[src/rtl/blt_pkg.sv]
package blt_pkg;
  localparam int unsigned CNT_W     = 16;
  localparam int unsigned ADDR_W    = 12;
  localparam int unsigned DATA_W    = 32;
  localparam int unsigned CODE_W    = 12;
  localparam int unsigned CAP_BIT   = 29;
  localparam logic [CODE_W-1:0] LOCK_EXIT_CODE = 12'h0A5;
  localparam logic [ADDR_W-1:0] CTRL_OFS   = 12'h014;
  localparam logic [ADDR_W-1:0] BUDGET_OFS = 12'h120;
  localparam int unsigned EN_BIT    = 5;

  typedef enum logic [1:0] {
    VERDICT_NONE  = 2'b00,
    VERDICT_GRANT = 2'b01,
    VERDICT_EXIT  = 2'b10
  } verdict_e;
endpackage

[src/rtl/blt_cfg_regs.sv]
module blt_cfg_regs #(
  parameter int unsigned ADDR_W = 12,
  parameter int unsigned DATA_W = 32,
  parameter int unsigned CNT_W  = 16,
  parameter int unsigned EN_BIT = 5,
  parameter logic [ADDR_W-1:0] CTRL_OFS   = 12'h014,
  parameter logic [ADDR_W-1:0] BUDGET_OFS = 12'h120
) (
  input  logic              clk,
  input  logic              rst_n,
  input  logic              we,
  input  logic [ADDR_W-1:0] addr,
  input  logic [DATA_W-1:0] wdata,
  output logic              throttle_en,
  output logic [CNT_W-1:0]  allowance
);
  logic hit_ctrl;
  logic hit_budget;

  assign hit_ctrl   = we && (addr == CTRL_OFS);
  assign hit_budget = we && (addr == BUDGET_OFS);

  always_ff @(posedge clk) begin
    if (!rst_n) begin
      throttle_en <= 1'b0;
      allowance   <= '0;
    end else begin
      if (hit_ctrl)   throttle_en <= wdata[EN_BIT];
      if (hit_budget) allowance   <= wdata[CNT_W-1:0];
    end
  end
endmodule

[src/rtl/blt_budget_ctr.sv]
module blt_budget_ctr #(
  parameter int unsigned CNT_W = 16
) (
  input  logic             clk,
  input  logic             rst_n,
  input  logic             load,
  input  logic [CNT_W-1:0] load_val,
  input  logic             dec,
  output logic [CNT_W-1:0] count,
  output logic             empty
);
  always_ff @(posedge clk) begin
    if (!rst_n)    count <= '0;
    else if (load) count <= load_val;
    else if (dec)  count <= count - 1'b1;
  end

  assign empty = (count == '0);
endmodule

[src/rtl/blt_gate.sv]
module blt_gate
  import blt_pkg::*;
(
  input  logic     clk,
  input  logic     rst_n,
  input  logic     entry,
  input  logic     req_valid,
  input  logic     throttle_en,
  input  logic     empty,
  output logic     req_ready,
  output logic     dec,
  output verdict_e verdict
);
  logic     blocked_q;
  logic     take;
  verdict_e next_verdict;

  assign req_ready = !blocked_q && !entry;
  assign take      = req_valid && req_ready;

  always_comb begin
    next_verdict = VERDICT_NONE;
    dec          = 1'b0;
    if (take) begin
      if (!throttle_en) begin
        next_verdict = VERDICT_GRANT;
      end else if (!empty) begin
        next_verdict = VERDICT_GRANT;
        dec          = 1'b1;
      end else begin
        next_verdict = VERDICT_EXIT;
      end
    end
  end

  always_ff @(posedge clk) begin
    if (!rst_n) begin
      verdict   <= VERDICT_NONE;
      blocked_q <= 1'b0;
    end else begin
      verdict <= next_verdict;
      if (entry)                              blocked_q <= 1'b0;
      else if (next_verdict == VERDICT_EXIT)  blocked_q <= 1'b1;
    end
  end
endmodule

[src/rtl/blt_limiter.sv]
module blt_limiter
  import blt_pkg::*;
(
  input  logic              clk,
  input  logic              rst_n,
  input  logic              cfg_we,
  input  logic [ADDR_W-1:0] cfg_addr,
  input  logic [DATA_W-1:0] cfg_wdata,
  input  logic              guest_entry,
  input  logic              lock_req_valid,
  output logic              lock_req_ready,
  output logic              lock_grant,
  output logic              guest_exit,
  output logic [CODE_W-1:0] exit_code,
  output logic [CNT_W-1:0]  budget_left,
  output logic [DATA_W-1:0] cap_word
);
  logic             throttle_en;
  logic [CNT_W-1:0] allowance;
  logic             cnt_empty;
  logic             cnt_dec;
  verdict_e         verdict;

  blt_cfg_regs #(
    .ADDR_W(ADDR_W), .DATA_W(DATA_W), .CNT_W(CNT_W), .EN_BIT(EN_BIT),
    .CTRL_OFS(CTRL_OFS), .BUDGET_OFS(BUDGET_OFS)
  ) u_regs (
    .clk(clk), .rst_n(rst_n), .we(cfg_we), .addr(cfg_addr), .wdata(cfg_wdata),
    .throttle_en(throttle_en), .allowance(allowance)
  );

  blt_budget_ctr #(.CNT_W(CNT_W)) u_ctr (
    .clk(clk), .rst_n(rst_n), .load(guest_entry), .load_val(allowance),
    .dec(cnt_dec), .count(budget_left), .empty(cnt_empty)
  );

  blt_gate u_gate (
    .clk(clk), .rst_n(rst_n), .entry(guest_entry), .req_valid(lock_req_valid),
    .throttle_en(throttle_en), .empty(cnt_empty), .req_ready(lock_req_ready),
    .dec(cnt_dec), .verdict(verdict)
  );

  assign lock_grant = (verdict == VERDICT_GRANT);
  assign guest_exit = (verdict == VERDICT_EXIT);
  assign exit_code  = guest_exit ? LOCK_EXIT_CODE : '0;

  generate
    for (genvar b = 0; b < DATA_W; b++) begin : g_cap
      if (b == CAP_BIT) begin : g_one
        assign cap_word[b] = 1'b1;
      end else begin : g_zero
        assign cap_word[b] = 1'b0;
      end
    end
  endgenerate
endmodule

[config.mk]
export PLATFORM = sky130hd
export DESIGN_NAME = blt_limiter
export DESIGN_NICKNAME = d
export VERILOG_FILES = /design/src/rtl/blt_pkg.sv /design/src/rtl/blt_cfg_regs.sv /design/src/rtl/blt_budget_ctr.sv /design/src/rtl/blt_gate.sv /design/src/rtl/blt_limiter.sv
export SDC_FILE = /design/constraint.sdc
export NUM_CORES = 1
export LEC_CHECK = 0
export BUFFER_PORTS_ARGS = -buffer_cell sky130_fd_sc_hd__buf_2
export CAP_MARGIN = 20
export CORE_ASPECT_RATIO = 1.75
export CORE_MARGIN = 4
export CORE_UTILIZATION = 45
export CTS_CLUSTER_SIZE = 14
export DETAILED_ROUTE_END_ITERATION = 12
export PLACE_DENSITY = 0.84
export SYNTH_ARGS = -nofsm -noshare
export SYNTH_HDL_FRONTEND = slang
export SYNTH_HIERARCHICAL = 1
export SYNTH_SLANG_ARGS = --single-unit
[constraint.sdc]
create_clock -name clk -period 3.35 [get_ports clk]
set_clock_uncertainty 0.15 [all_clocks]
set_input_delay 0.1675 -clock clk [delete_from_list [all_inputs] [get_ports clk]]
set_output_delay 0.1675 -clock clk [all_outputs]
set_load 0.005 [all_outputs]
# Word level (Yosys, flattened, before mapping)
# Cells that the tools add are included.
[word_totals]
regBits = 36
input_bits = 49
out_inout_bits = 63
wordCells = 30
[classes]
add_sub_neg = 1
n_eq_ne = 5
n_mux = 9
n_bitwise = 1
reduce_logical = 9
[ops]
columns = ["cell", "count"]
rows = [
  ["$mux 16", 2],
  ["$logic_not 16->1", 1],
  ["$sub 16x1->16 const B", 1],
  ["$eq 12x5->1 const B", 1],
  ["$eq 12x9->1 const B", 1],
  ["$mux 8", 1],
  ["$mux 2", 3],
  ["$eq 2x2->1 const B", 2],
  ["$logic_and 1x1->1", 4],
  ["$mux 1", 3],
  ["$eq 2x1->1 const B", 1],
  ["$logic_not 1->1", 2],
  ["$reduce_bool 2->1", 1],
  ["$reduce_or 2->1", 1],
  ["$not 1->1", 1],
]

# Logic depth before layout (Yosys ltp)
[logic_depth]
depth_word = 6
ltp_mapped = 10
mapped_depth_nobuf = 9

# Cells and area by module
# Netlist, hierarchy kept.
[by_module_without_submodules]
columns = ["module", "n_inst", "cells_each", "area_each_um2", "seq_area_each_um2"]
rows = [
  ["blt_budget_ctr", 1, 100, 882.1, 320.3],
  ["blt_cfg_regs", 1, 80, 739.5, 340.3],
  ["blt_limiter", 1, 48, 352.8, 0.0],
  ["blt_gate", 1, 11, 111.4, 60.1],
]

# Worst setup path after synthesis
# Ideal clock, no wire load.
[synth_path]
path_type = "reg-to-reg"
start = "register u_ctr.count[5]"
end = "register u_ctr.count[3]"
setup_ns = 0.116
arrival_ns = 2.625
required_time_ns = 3.084
slack_ns = 0.459
stages_incl_launch_ff = 11
n_path_buf = 2
synth_period_minus_slack_ns = 2.891
path_cell_list = "dfxtp_1 or4_4 buf_6 or4b_4 nor3_2 and4b_1 or4b_1 buf_2 xor2_1 nand2_1 o211a_1"
[synth_via]
elab_chain_cells = 5
[synth_lines]
columns = ["item", "line_no", "source"]
rows = [
  ["start, declared", "blt_budget_ctr.sv:9", "output logic [CNT_W-1:0] count,"],
  ["start signal, assigned", "blt_budget_ctr.sv:14", "else if (load) count <= load_val;"],
  ["start signal, assigned", "blt_budget_ctr.sv:15", "else if (dec) count <= count - 1'b1;"],
  ["$logic_not 16->1", "blt_budget_ctr.sv:18", "assign empty = (count == '0);"],
  ["via cnt_empty", "blt_limiter.sv:20", "logic cnt_empty;"],
  ["$mux 1", "blt_gate.sv:27", "end else if (!empty) begin"],
  ["$mux 1", "blt_gate.sv:25", "if (!throttle_en) begin"],
  ["$mux 1", "blt_gate.sv:24", "if (take) begin"],
  ["via cnt_dec", "blt_limiter.sv:21", "logic cnt_dec;"],
  ["$reduce_bool 2->1 (no source line)", "n/a", ""],
]
# The timed path passes the listed nets, and every way through them passes these cells.
# A chain may end at the register's enable or synchronous reset.

# Worst setup path after layout
[layout_path]
start = "register u_ctr.count[5]"
end = "register u_ctr.count[13]"
# Same word-level chain as after synthesis.

==> results.md <==
* Outcome: finished clean
* Commonest cells post-synth: 44 x buf_4, 38 x nand2_1, 36 x dfxtp_1
* Pin count of the biggest net entering global routing at 50
* Endpoint type of the worst setup path: flip-flop
* N_diodes at 0
* Gr ovfl total at 0
* RSZ-0062 raised after global routing: false
* Crit path required time at 3350 ps
* Post-synth EDFFs at 0
* MaxCap Viol Count at 0
* Predominant post-synthesis flop cell: dfxtp_1
* Final worst slack at approximately 270 ps
* Slowest stage delay, CP at about 560 ps
* Synth warn at 6
* Tmin final at ~3000 ps
* Syn avg cell area at around 8.7 um2
* Initial antenna violation count at 0
* Startpoint type of the worst setup path: flip-flop
* # DRC at 0
* Hold Path Cell Cnt at 3
* CP max FO at 7
* Final setup vio count at 0
* TNS Setup at 0 ps
* Placed wire-length estimate at approximately 3 mm
* Fin nets at 349
* First-pass GRT wire length at about 7 mm
* Top-count cell post-synth: buf_4
* Design Area, Final at ~0.0024 mm2
* Yosys reg bits at 36
* Synth unique cells at 42
* Reg-to-reg slack, setup at roughly 270 ps
* Max Transition Viols Final at 0
* DIE WIDTH at around 59 um
* Tcrit/Tclk final at between 90 and 100%
* Yosys top cell area share at around a third
* Area Growth Syn to Fin at 15.96%
* Sink Count at 36
* Dpl cells at about 330
* Root buffer cell: clkbuf_8
* Vias in the first global route at approximately 1,600
* Final Power at a little over 0.9 mW
* Routed Antenna Nets at 0
* Least-Margin Pin Slew at between 800 and 900 ps
* Core Box Area at about 0.0044 mm2
* Max H-tree Level at 2
* Clk buf depth at 2
* Hold crit path type: input port to flip-flop
* Fmax at approximately 320 MHz
* Placer congestion estimate at ~0.77
* Power Density at roughly 380 mW/mm2
* DRT iter0 DRCs at 34
* # rows at 32
* Pre-CTS setup slack at roughly 310 ps
* Final Hold Fails at 0
* Cell area after synthesis at between 0.002 and 0.0025 mm2
* CP max stage cell: or4_4
* Post-CTS resize count at 0
* IO buf count at between 50 and 60
* Die H at a little under 100 um
* Mapped Cells at approximately 240
* Share of layout cells above drive strength 1 at about a quarter
* Pleak at between 1 and 1.5 nW
* Initial Util at between 40 and 50%
* Max-slew headroom at 42.07%
* Post-synthesis sequential area ratio at between 30% and 40%
* Reg clk slew, reported paths at ~70 ps
* Clock insertion delay at the later pin of the skew report at 280 ps
* DP Area at 0.002171 mm2
* Register-to-Register Path Depth at 8
* Overall via count from detail_route at 1,716
* CP arrival at 3080 ps
* Filler cells at around 400
* Worst r2r src: u_ctr/count[5]
* Worst vdd ir at roughly 290 uV
* RR Endpoint: u_ctr/count[13]
* CTS tree: done
* Vias per cell at roughly 4.9
* Post-Route WL at around 4.2 mm
* # hold bufs at CTS at 14
* Final std cells w/o fill at around 350
* 1st-pass router iterations at 4
* Critical path class: flip-flop to flip-flop
* CP bufs+invs at 0
* Wire length per cell at approximately 12 um
* Hold path endpoint: u_regs/allowance[9]
* I/O Pins at between 100 and 150
* Largest delay share family, worst path: simple AND/OR/NAND/NOR gates
* Hold wc startpoint: cfg_wdata[9]
* Async SR Flop Fraction at 0%
* Die area at between 0.005 and 0.006 mm2
* GRT Util Overall at around 15%
* Total CTS buffers at 5
* CP Cell Sequence: or4_4, or4b_4, nor3_2, and4b_1, or4b_1, nor4_2, xnor2_1, a21oi_1
* Setup repair bufs after CTS at 0
* Post-synthesis cell type with the largest combined area: dfxtp_1
* Synth top area cells: dfxtp_1 35%, buf_4 16%, mux2i_1 8.2%
## tightest hold or removal path: stages
cell and delay, ps:
buf_2 100, nand2_1 50, mux2i_1 70
## cell families after synthesis
group,count (synthesis),synth area share [%]
buf+inv,59,20.10
flops,36,34.55
compound gates,32,8.999
other cells,2,0.3601
mux,17,8.158
xor+xnor,12,5.039
fa+ha+maj,1,0.5998
simple gates,80,22.20
## flip-flops by register name (all words and copies together) (netlist names)
| signal | count |
|---|---|
| u_regs/allowance | 16 |
| u_ctr/count | 16 |
| u_gate/verdict | 2 |
| u_gate/blocked_q | 1 |
| u_regs/throttle_en | 1 |
## report_power, final
group          leakage (nW)  switching, mW  total (mW)  internal (mW)
Combinational         0.721         0.0620       0.115         0.0527
Sequential            0.292        0.00918       0.445          0.436
Clock                0.0552          0.149       0.370          0.221
## layout by cell type (no fill, tap or decap), types with 2 or more instances in the layout
cell type / count
nor4_2: 6
dlygate4sd3_1: 14
or4_1: 3
nor2_1: 12
clkbuf_8: 5
nor3_2: 2
o211a_1: 2
nor3_1: 2
conb_1: 40
or3_1: 2
mux2i_1: 17
nand2_1: 38
a21oi_1: 14
dfxtp_1: 36
inv_1: 3
nor4bb_1: 2
buf_2: 55
xnor2_1: 11
nor3b_1: 2
o21ai_0: 10
## how the worst max path moves through the flow
| stage | start | end | slack (ps) | cells past startpoint |
|---|---|---|---|---|
| floorplan | u_ctr/count[5] | u_ctr/count[3] | 460 | 10 |
| global placement | u_ctr/count[5] | u_ctr/count[3] | 340 | 8 |
| detailed placement | u_ctr/count[5] | u_ctr/count[13] | 310 | 8 |
| CTS | u_ctr/count[5] | u_ctr/count[13] | 260 | 8 |
| global route | u_ctr/count[5] | u_ctr/count[7] | 110 | 8 |
| finish | u_ctr/count[5] | u_ctr/count[13] | 270 | 8 |
## routing by layer
layer / track usage, % / wire length (um)
met1: 14.78 / 1507
met2: 27.55 / 2211
met5: 0 / 0
met3: 2.513 / 338
met4: 7.853 / 122
## per-stage QoR
step	hold slack [ps]	util, %
finish	3.693	54.42
detailed placement	270.3	48.85
global placement	266.0	48.85
CTS	2.448	54.42
floorplan	93.65	-
global route	4.998	54.42
## final cells by class
type                    instances  area [um2]  share of cell area, %
multi-input cells             182        1089                  45.01
clock buffers                   6       72.57                  3.001
well taps                      51       63.81                  2.638
inverters                       4       15.01                 0.6208
flip-flops and latches         36       720.7                  29.80
repair buffers                 70       422.9                  17.49
clock inverters                 2       35.03                  1.449
Power figures use the tool's default switching activity.
